File: config.mk
export PLATFORM = sky130hd
export DESIGN_NAME = irq_countdown_timer
export DESIGN_NICKNAME = d
export VERILOG_FILES = /design/src/rtl/tmr_pkg.sv /design/src/rtl/tmr_prescaler.sv /design/src/rtl/tmr_countdown.sv /design/src/rtl/tmr_deadline.sv /design/src/rtl/irq_countdown_timer.sv
export SDC_FILE = /design/constraint.sdc
export NUM_CORES = 1
export LEC_CHECK = 0
export ABC_AREA = 1
export ABC_CLOCK_PERIOD_IN_PS = 6060
export BUFFER_PORTS_ARGS = -buffer_cell sky130_fd_sc_hd__buf_2
export CAP_MARGIN = 15
export CORE_MARGIN = 3
export CORE_UTILIZATION = 49
export CTS_BUF_LIST = sky130_fd_sc_hd__clkbuf_2
export DETAILED_ROUTE_END_ITERATION = 16
export GPL_TIMING_DRIVEN = 0
export PLACE_DENSITY = 0.74
export SYNTH_ARGS = -nofsm -noshare
export SYNTH_HDL_FRONTEND = slang
export SYNTH_HIERARCHICAL = 1
export SYNTH_SLANG_ARGS = --single-unit
File: constraint.sdc
create_clock -name clk -period 6.06 [get_ports clk]
set_input_delay 0.909 -clock clk [delete_from_list [all_inputs] [get_ports clk]]
set_output_delay 0.909 -clock clk [all_outputs]
set_load 0.005 [all_outputs]
File: src/rtl/tmr_pkg.sv
package tmr_pkg;
  localparam int ADDR_W = 12;
  localparam int DATA_W = 32;

  localparam logic [ADDR_W-1:0] OFS_CTRL  = 12'h320;
  localparam logic [ADDR_W-1:0] OFS_INIT  = 12'h380;
  localparam logic [ADDR_W-1:0] OFS_LIVE  = 12'h390;
  localparam logic [ADDR_W-1:0] OFS_DIVSEL = 12'h3E0;

  localparam logic [1:0] MODE_ONESHOT  = 2'b00;
  localparam logic [1:0] MODE_PERIODIC = 2'b01;
  localparam logic [1:0] MODE_DEADLINE = 2'b10;

  // Selector bits {3,1,0} form an index; index 7 means divide by 1,
  // every other index i means divide by 2^(i+1). Bit 2 plays no part.
  function automatic logic [2:0] div_shift(input logic [3:0] sel);
    logic [2:0] idx;
    idx = {sel[3], sel[1], sel[0]};
    return (idx == 3'd7) ? 3'd0 : idx + 3'd1;
  endfunction
endpackage

File: src/rtl/tmr_prescaler.sv
module tmr_prescaler #(
  parameter int MAX_SHIFT = 7
) (
  input  logic       clk,
  input  logic       rst_n,
  input  logic       restart,
  input  logic [3:0] div_sel,
  output logic       tick
);
  localparam int PRE_W = MAX_SHIFT;

  logic [PRE_W-1:0] pre_cnt;
  logic [PRE_W-1:0] limit;

  always_comb begin
    limit = PRE_W'((1 << tmr_pkg::div_shift(div_sel)) - 1);
    tick  = (pre_cnt == limit);
  end

  always_ff @(posedge clk or negedge rst_n) begin
    if (!rst_n)             pre_cnt <= '0;
    else if (restart || tick) pre_cnt <= '0;
    else                    pre_cnt <= pre_cnt + 1'b1;
  end
endmodule

File: src/rtl/tmr_countdown.sv
module tmr_countdown #(
  parameter int CNT_W = 32
) (
  input  logic             clk,
  input  logic             rst_n,
  input  logic             load,
  input  logic [CNT_W-1:0] load_val,
  input  logic [CNT_W-1:0] init_val,
  input  logic             tick,
  input  logic             run,
  input  logic             periodic,
  output logic [CNT_W-1:0] cur,
  output logic             fire
);
  logic step;

  assign step = run && tick && (cur != '0) && !load;
  assign fire = step && (cur == CNT_W'(1));

  always_ff @(posedge clk or negedge rst_n) begin
    if (!rst_n)     cur <= '0;
    else if (load)  cur <= load_val;
    else if (fire)  cur <= periodic ? init_val : '0;
    else if (step)  cur <= cur - 1'b1;
  end
endmodule

File: src/rtl/tmr_deadline.sv
module tmr_deadline #(
  parameter int TS_W = 64
) (
  input  logic            clk,
  input  logic            rst_n,
  input  logic            wr,
  input  logic [TS_W-1:0] wdata,
  input  logic            in_mode,
  input  logic            leave,
  input  logic [TS_W-1:0] tsc,
  output logic [TS_W-1:0] deadline,
  output logic            fire
);
  logic accept;

  assign accept = wr && in_mode;
  assign fire   = in_mode && (deadline != '0) && (tsc >= deadline) && !accept;

  always_ff @(posedge clk or negedge rst_n) begin
    if (!rst_n)              deadline <= '0;
    else if (accept)         deadline <= wdata;
    else if (leave || fire)  deadline <= '0;
  end
endmodule

File: src/rtl/irq_countdown_timer.sv
module irq_countdown_timer #(
  parameter int CNT_W     = 32,
  parameter int TS_W      = 64,
  parameter int VEC_W     = 8,
  parameter int MAX_SHIFT = 7
) (
  input  logic                      clk,
  input  logic                      rst_n,
  input  logic                      reg_wr,
  input  logic [tmr_pkg::ADDR_W-1:0] reg_addr,
  input  logic [tmr_pkg::DATA_W-1:0] reg_wdata,
  output logic [tmr_pkg::DATA_W-1:0] reg_rdata,
  input  logic                      dl_wr,
  input  logic [TS_W-1:0]           dl_wdata,
  input  logic [TS_W-1:0]           tsc,
  output logic                      irq_valid,
  output logic [VEC_W-1:0]          irq_vector
);
  import tmr_pkg::*;

  localparam int MASK_BIT = 16;
  localparam int MODE_LO  = 17;

  logic [VEC_W-1:0] ctl_vec;
  logic             ctl_mask;
  logic [1:0]       ctl_mode;
  logic [CNT_W-1:0] init_q;
  logic [3:0]       div_q;
  logic             fire_q;

  // Named events, visible to the bound checker.
  logic ctl_wr, init_wr, div_wr, leave_dl, tick, cnt_fire, dl_fire, in_dl;
  logic [1:0]       new_mode;
  logic [CNT_W-1:0] cur;
  logic [TS_W-1:0]  deadline;

  assign ctl_wr   = reg_wr && (reg_addr == OFS_CTRL);
  assign init_wr  = reg_wr && (reg_addr == OFS_INIT);
  assign div_wr   = reg_wr && (reg_addr == OFS_DIVSEL);
  assign new_mode = reg_wdata[MODE_LO+1:MODE_LO];
  assign in_dl    = (ctl_mode == MODE_DEADLINE);
  assign leave_dl = ctl_wr && in_dl && (new_mode != MODE_DEADLINE);

  always_ff @(posedge clk or negedge rst_n) begin
    if (!rst_n) begin
      ctl_vec  <= '0;
      ctl_mask <= 1'b1;
      ctl_mode <= MODE_ONESHOT;
      init_q   <= '0;
      div_q    <= '0;
      fire_q   <= 1'b0;
    end else begin
      if (ctl_wr) begin
        ctl_vec  <= reg_wdata[VEC_W-1:0];
        ctl_mask <= reg_wdata[MASK_BIT];
        ctl_mode <= new_mode;
      end
      if (init_wr) init_q <= reg_wdata[CNT_W-1:0];
      if (div_wr)  div_q  <= reg_wdata[3:0];
      fire_q <= cnt_fire || dl_fire;
    end
  end

  tmr_prescaler #(.MAX_SHIFT(MAX_SHIFT)) u_pre (
    .clk(clk), .rst_n(rst_n), .restart(init_wr || div_wr),
    .div_sel(div_q), .tick(tick)
  );

  tmr_countdown #(.CNT_W(CNT_W)) u_cnt (
    .clk(clk), .rst_n(rst_n), .load(init_wr),
    .load_val(reg_wdata[CNT_W-1:0]), .init_val(init_q), .tick(tick),
    .run(!in_dl), .periodic(ctl_mode == MODE_PERIODIC),
    .cur(cur), .fire(cnt_fire)
  );

  tmr_deadline #(.TS_W(TS_W)) u_dl (
    .clk(clk), .rst_n(rst_n), .wr(dl_wr), .wdata(dl_wdata),
    .in_mode(in_dl), .leave(leave_dl), .tsc(tsc),
    .deadline(deadline), .fire(dl_fire)
  );

  function automatic logic [DATA_W-1:0] read_mux(input logic [ADDR_W-1:0] a);
    logic [DATA_W-1:0] r;
    r = '0;
    case (a)
      OFS_CTRL: begin
        r[VEC_W-1:0]         = ctl_vec;
        r[MASK_BIT]          = ctl_mask;
        r[MODE_LO+1:MODE_LO] = ctl_mode;
      end
      OFS_INIT:   r[CNT_W-1:0] = init_q;
      OFS_LIVE:   r[CNT_W-1:0] = cur;
      OFS_DIVSEL: r[3:0]       = div_q;
      default:    r = '0;
    endcase
    return r;
  endfunction

  assign reg_rdata  = read_mux(reg_addr);
  assign irq_valid  = fire_q && !ctl_mask;
  assign irq_vector = ctl_vec;
endmodule

==> results.tsv <==
stage	metric	value	unit
route	vias	11000	
yosys	yosysWarnings	6	
yosys	async_flop_share	100	%
global_routing	grt_pass1_vias	10500	
yosys	ys_seq_elements	151	
placement	pre_cts_slack	2.69	ns
clocking	hold_buffers	0	
placement	place_inst	2095	
setup_path	r2r_setup_slack	2.68	ns
global_routing	grtUsageMet3	4.56	%
yosys	synthTopCellsByArea	dfrtp_1 (34%), nand2_1 (22%), ha_1 (8.1%)	
sta	slew_viol_final	0	
clocking	cts_sinks	151	
setup_path	startpoint_type	register	
route	wire_per_inst	15.3	um
sta	setup_violations	0	
yosys	synthCells	1598	
clocking	path_clk_slew	0.25	ns
hold_path	holdCritPathClass	primary input to async pin	
pwr	p_seq_share	37.1	%
setup_path	worstSetupPathType	register to register	
clocking	clock_latency	0.73	ns
setup_path	r2r-start	div_q[0]	
setup_path	crit_path_cell_trace	nand2_1 -> inv_1 -> ha_1 -> buf_6 -> nand3_1 -> ha_1 -> xnor2_1 -> nor2_1 -> nand2_1 -> nor2_2 -> nand3_2 -> inv_1 -> nand2_1 -> nor2_4 -> buf_2 -> nand3_1 -> nand2_1 -> nand2_1 -> nand2_1 -> nand2_1	
sta	min_period	3.38	ns
final_layout	layout-drive-gt1-share	20.9	%
die	io_pins	217	
die	chipWidth	156	um
sta	slew_headroom	50.8	%
job	cap_violations	0	
yosys	synth_top_cell_by_area	dfrtp_1	
die	die_area	0.0244	sq mm
setup_path	worstPathArrival	4.03	ns
pwr	ir_worst_vdd	0.144	mV
route	initialDrtViolationCount	751	
clocking	cts_buffers	17	
placement	dpl-instance-area	0.0125	sq mm
global_routing	antenna_found_initial	8	
global_routing	grt_max_degree	96	
setup_path	critPathSlowestCell	dfrtp_1	
global_routing	grt_busiest_layer	met2	
yosys	synth_commonest_cells	nand2_1 (641), nor2_1 (154), dfrtp_1 (150)	
yosys	synth_edf_count	0	
clocking	cts.htree.levels	4	
setup_path	critPathTopFamily	simple AND/OR/NAND/NOR gates	
pwr	swShare	45.2	%
pwr	power_density	265	mW/mm^2
pwr	p_leak	7.12	nW
setup_path	reg2reg_to	u_cnt/cur[25]	
route	dr.pass1.iters	5	
setup_path	crit_end	u_cnt/cur[25]	
global_routing	met2_usage	41.2	%
yosys	synthesis.nets	1846	
route	ant_nets	0	
sta	skew	0.0401	ns
global_routing	gr-usage-all-layers	26.5	%
setup_path	cp_num_cells	20	
setup_path	crit_start	div_q[0]	
clocking	cts_resized	0	
yosys	ys.flop_type	dfrtp_1	
pwr	switching_power	1.54	mW
route	drc	0	
pwr	pwr-share-clk	18.4	%
sta	hold_viol_final	0	
pwr	p_int	1.86	mW
global_routing	grt_pass1_wl	52000	um
final_layout	final_cells	2133	
setup_path	cp-end-kind	register	
setup_path	cp_max_fo	10	
final_layout	area_growth_syn_to_layout	15.7	%
yosys	yosysSeqAreaShare	34.2	%
global_routing	met1_usage	37.4	%
die	core	0.0220	sq mm
pwr	power	3.40	mW
placement	port_buffers	216	
die	die_h	156	um
setup_path	crit_top_cell	nand2_1	
placement	place.gp.congestion	0.941	
clocking	cts_setup_buffers	0	
yosys	synth.distinct_cells	38	
yosys	synth_most_common_cell	nand2_1	
route	drt-total-wl	32600	um
final_layout	nNetsFinal	2082	
global_routing	gr-total-overflow	0	
die	initial_core_util	50.2	%
status	run_status	finished clean	
yosys	netlist_area	0.0111	sq mm
die	rows	54	
yosys	synth_top_area_share	33.9	%
setup_path	crit_required	6.70	ns
sta	setup_tns	0	ns
sta	setup_ws	2.68	ns
placement	dp_hpwl	25300	um
sta	post-route-period-util	55.8	%
setup_path	max_stage_delay	0.58	ns
sta	worst_pin_slew	0.735	ns
sta	rsz0062_at_grt	no	
final_layout	finish.instance_area	0.0128	sq mm
pwr	power.share.combinational	44.5	%
setup_path	crit_buf_inv	4	
clocking	cts_tree	yes	
final_layout	n_fill_cell	2189	
setup_path	reg2reg_depth	20	
yosys	avgSynthCellArea	6.92	sq um
route	avgViaCountPerCell	5.17	
sta	max_freq	0.296	GHz
clocking	clockBufferDepth	2	
clocking	cts-root-buf	clkbuf_2	
[layout make-up]
type | instances | area [sq um] | share of cell area [%]
tap | 280 | 350 | 2.74
antenna | 7 | 17.5 | 0.137
sequential | 151 | 3780 | 29.5
clock buffer | 17 | 85.1 | 0.665
buffer | 61 | 362 | 2.82
clock inverter | 14 | 173 | 1.35
timing repair buffer | 217 | 1110 | 8.71
multi-input combinational | 1234 | 6350 | 49.6
inverter | 152 | 571 | 4.46
[layer usage]
layer / part of all wire, % / routed length [um]
met5: 0.040 / 13
met4: 2.2 / 705
met3: 7.0 / 2280
met2: 46 / 14900
met1: 45 / 14800
[sequential cells by signal, summed over array words and instances, names as in the netlist]
| register | flops |
|---|---|
| u_dl/deadline | 64 |
| ctl_mode | 2 |
| irq_vector | 8 |
| ctl_mask | 1 |
| u_pre/pre_cnt | 7 |
| init_q | 32 |
| fire_q | 1 |
| div_q | 4 |
| u_cnt/cur | 32 |
[metrics by stage]
stage,hold slack [ns],utilization (%)
after floorplan,0.454,-
after global placement,0.479,56.7
after detailed placement,0.488,56.9
after CTS,0.0443,58.0
after global routing,0.0421,58.1
final,0.102,58.1
[power by group through the flow]
stage	registers (mW)	logic (mW)	clock network, mW
after floorplan	1.22	1.11	0
after global placement	1.27	1.44	0
after detailed placement	1.28	1.47	0
after CTS	1.26	1.48	0.644
after global routing	1.28	1.69	0.685
final	1.26	1.51	0.624
[kinds of logic after synthesis]
group / count (synthesis) / share of synthesized area (%)
and+or+nand+nor: 1055 / 43.2
DFF: 151 / 34.2
xor gates and xnor gates: 29 / 2.30
adders and majority gates: 72 / 8.14
buffers and inverters: 213 / 8.43
AOI/OAI and AO/OA: 78 / 3.74
[worst min path at each step]
stage	to	depth (start not counted)	slack [ns]
global placement	div_q[2]	2	0.48
CTS	div_q[0]	1	0.04
global route	div_q[2]	1	0.04
floorplan	div_q[2]	2	0.45
finish	div_q[2]	1	0.10
detailed placement	div_q[2]	2	0.49
[cell usage in the layout, fill, tap and decap left out, types with 3 or more instances in the layout]
cell type	n
nand2_1	641
buf_2	237
nor2_1	154
dfrtp_1	150
inv_1	144
nand3_1	114
ha_1	72
nand3_2	53
a21oi_1	28
o21ai_1	27
nand3b_1	27
xnor2_1	18
clkbuf_1	17
clkbuf_2	17
nor2_2	15
o21ai_0	15
nand4_1	15
xor2_1	11
buf_4	10
buf_6	10
nor4_1	8
diode_2	7
nor2_4	7
inv_2	7
nand2_2	5
and2_1	4
nand2_4	4
clkinvlp_4	3
clkinv_4	3
clkinv_1	3
inv_6	3
bufinv_16	3
buf_1	3
a21o_1	3
o21a_1	3
No activity file was read; power rests on OpenSTA's default activity.
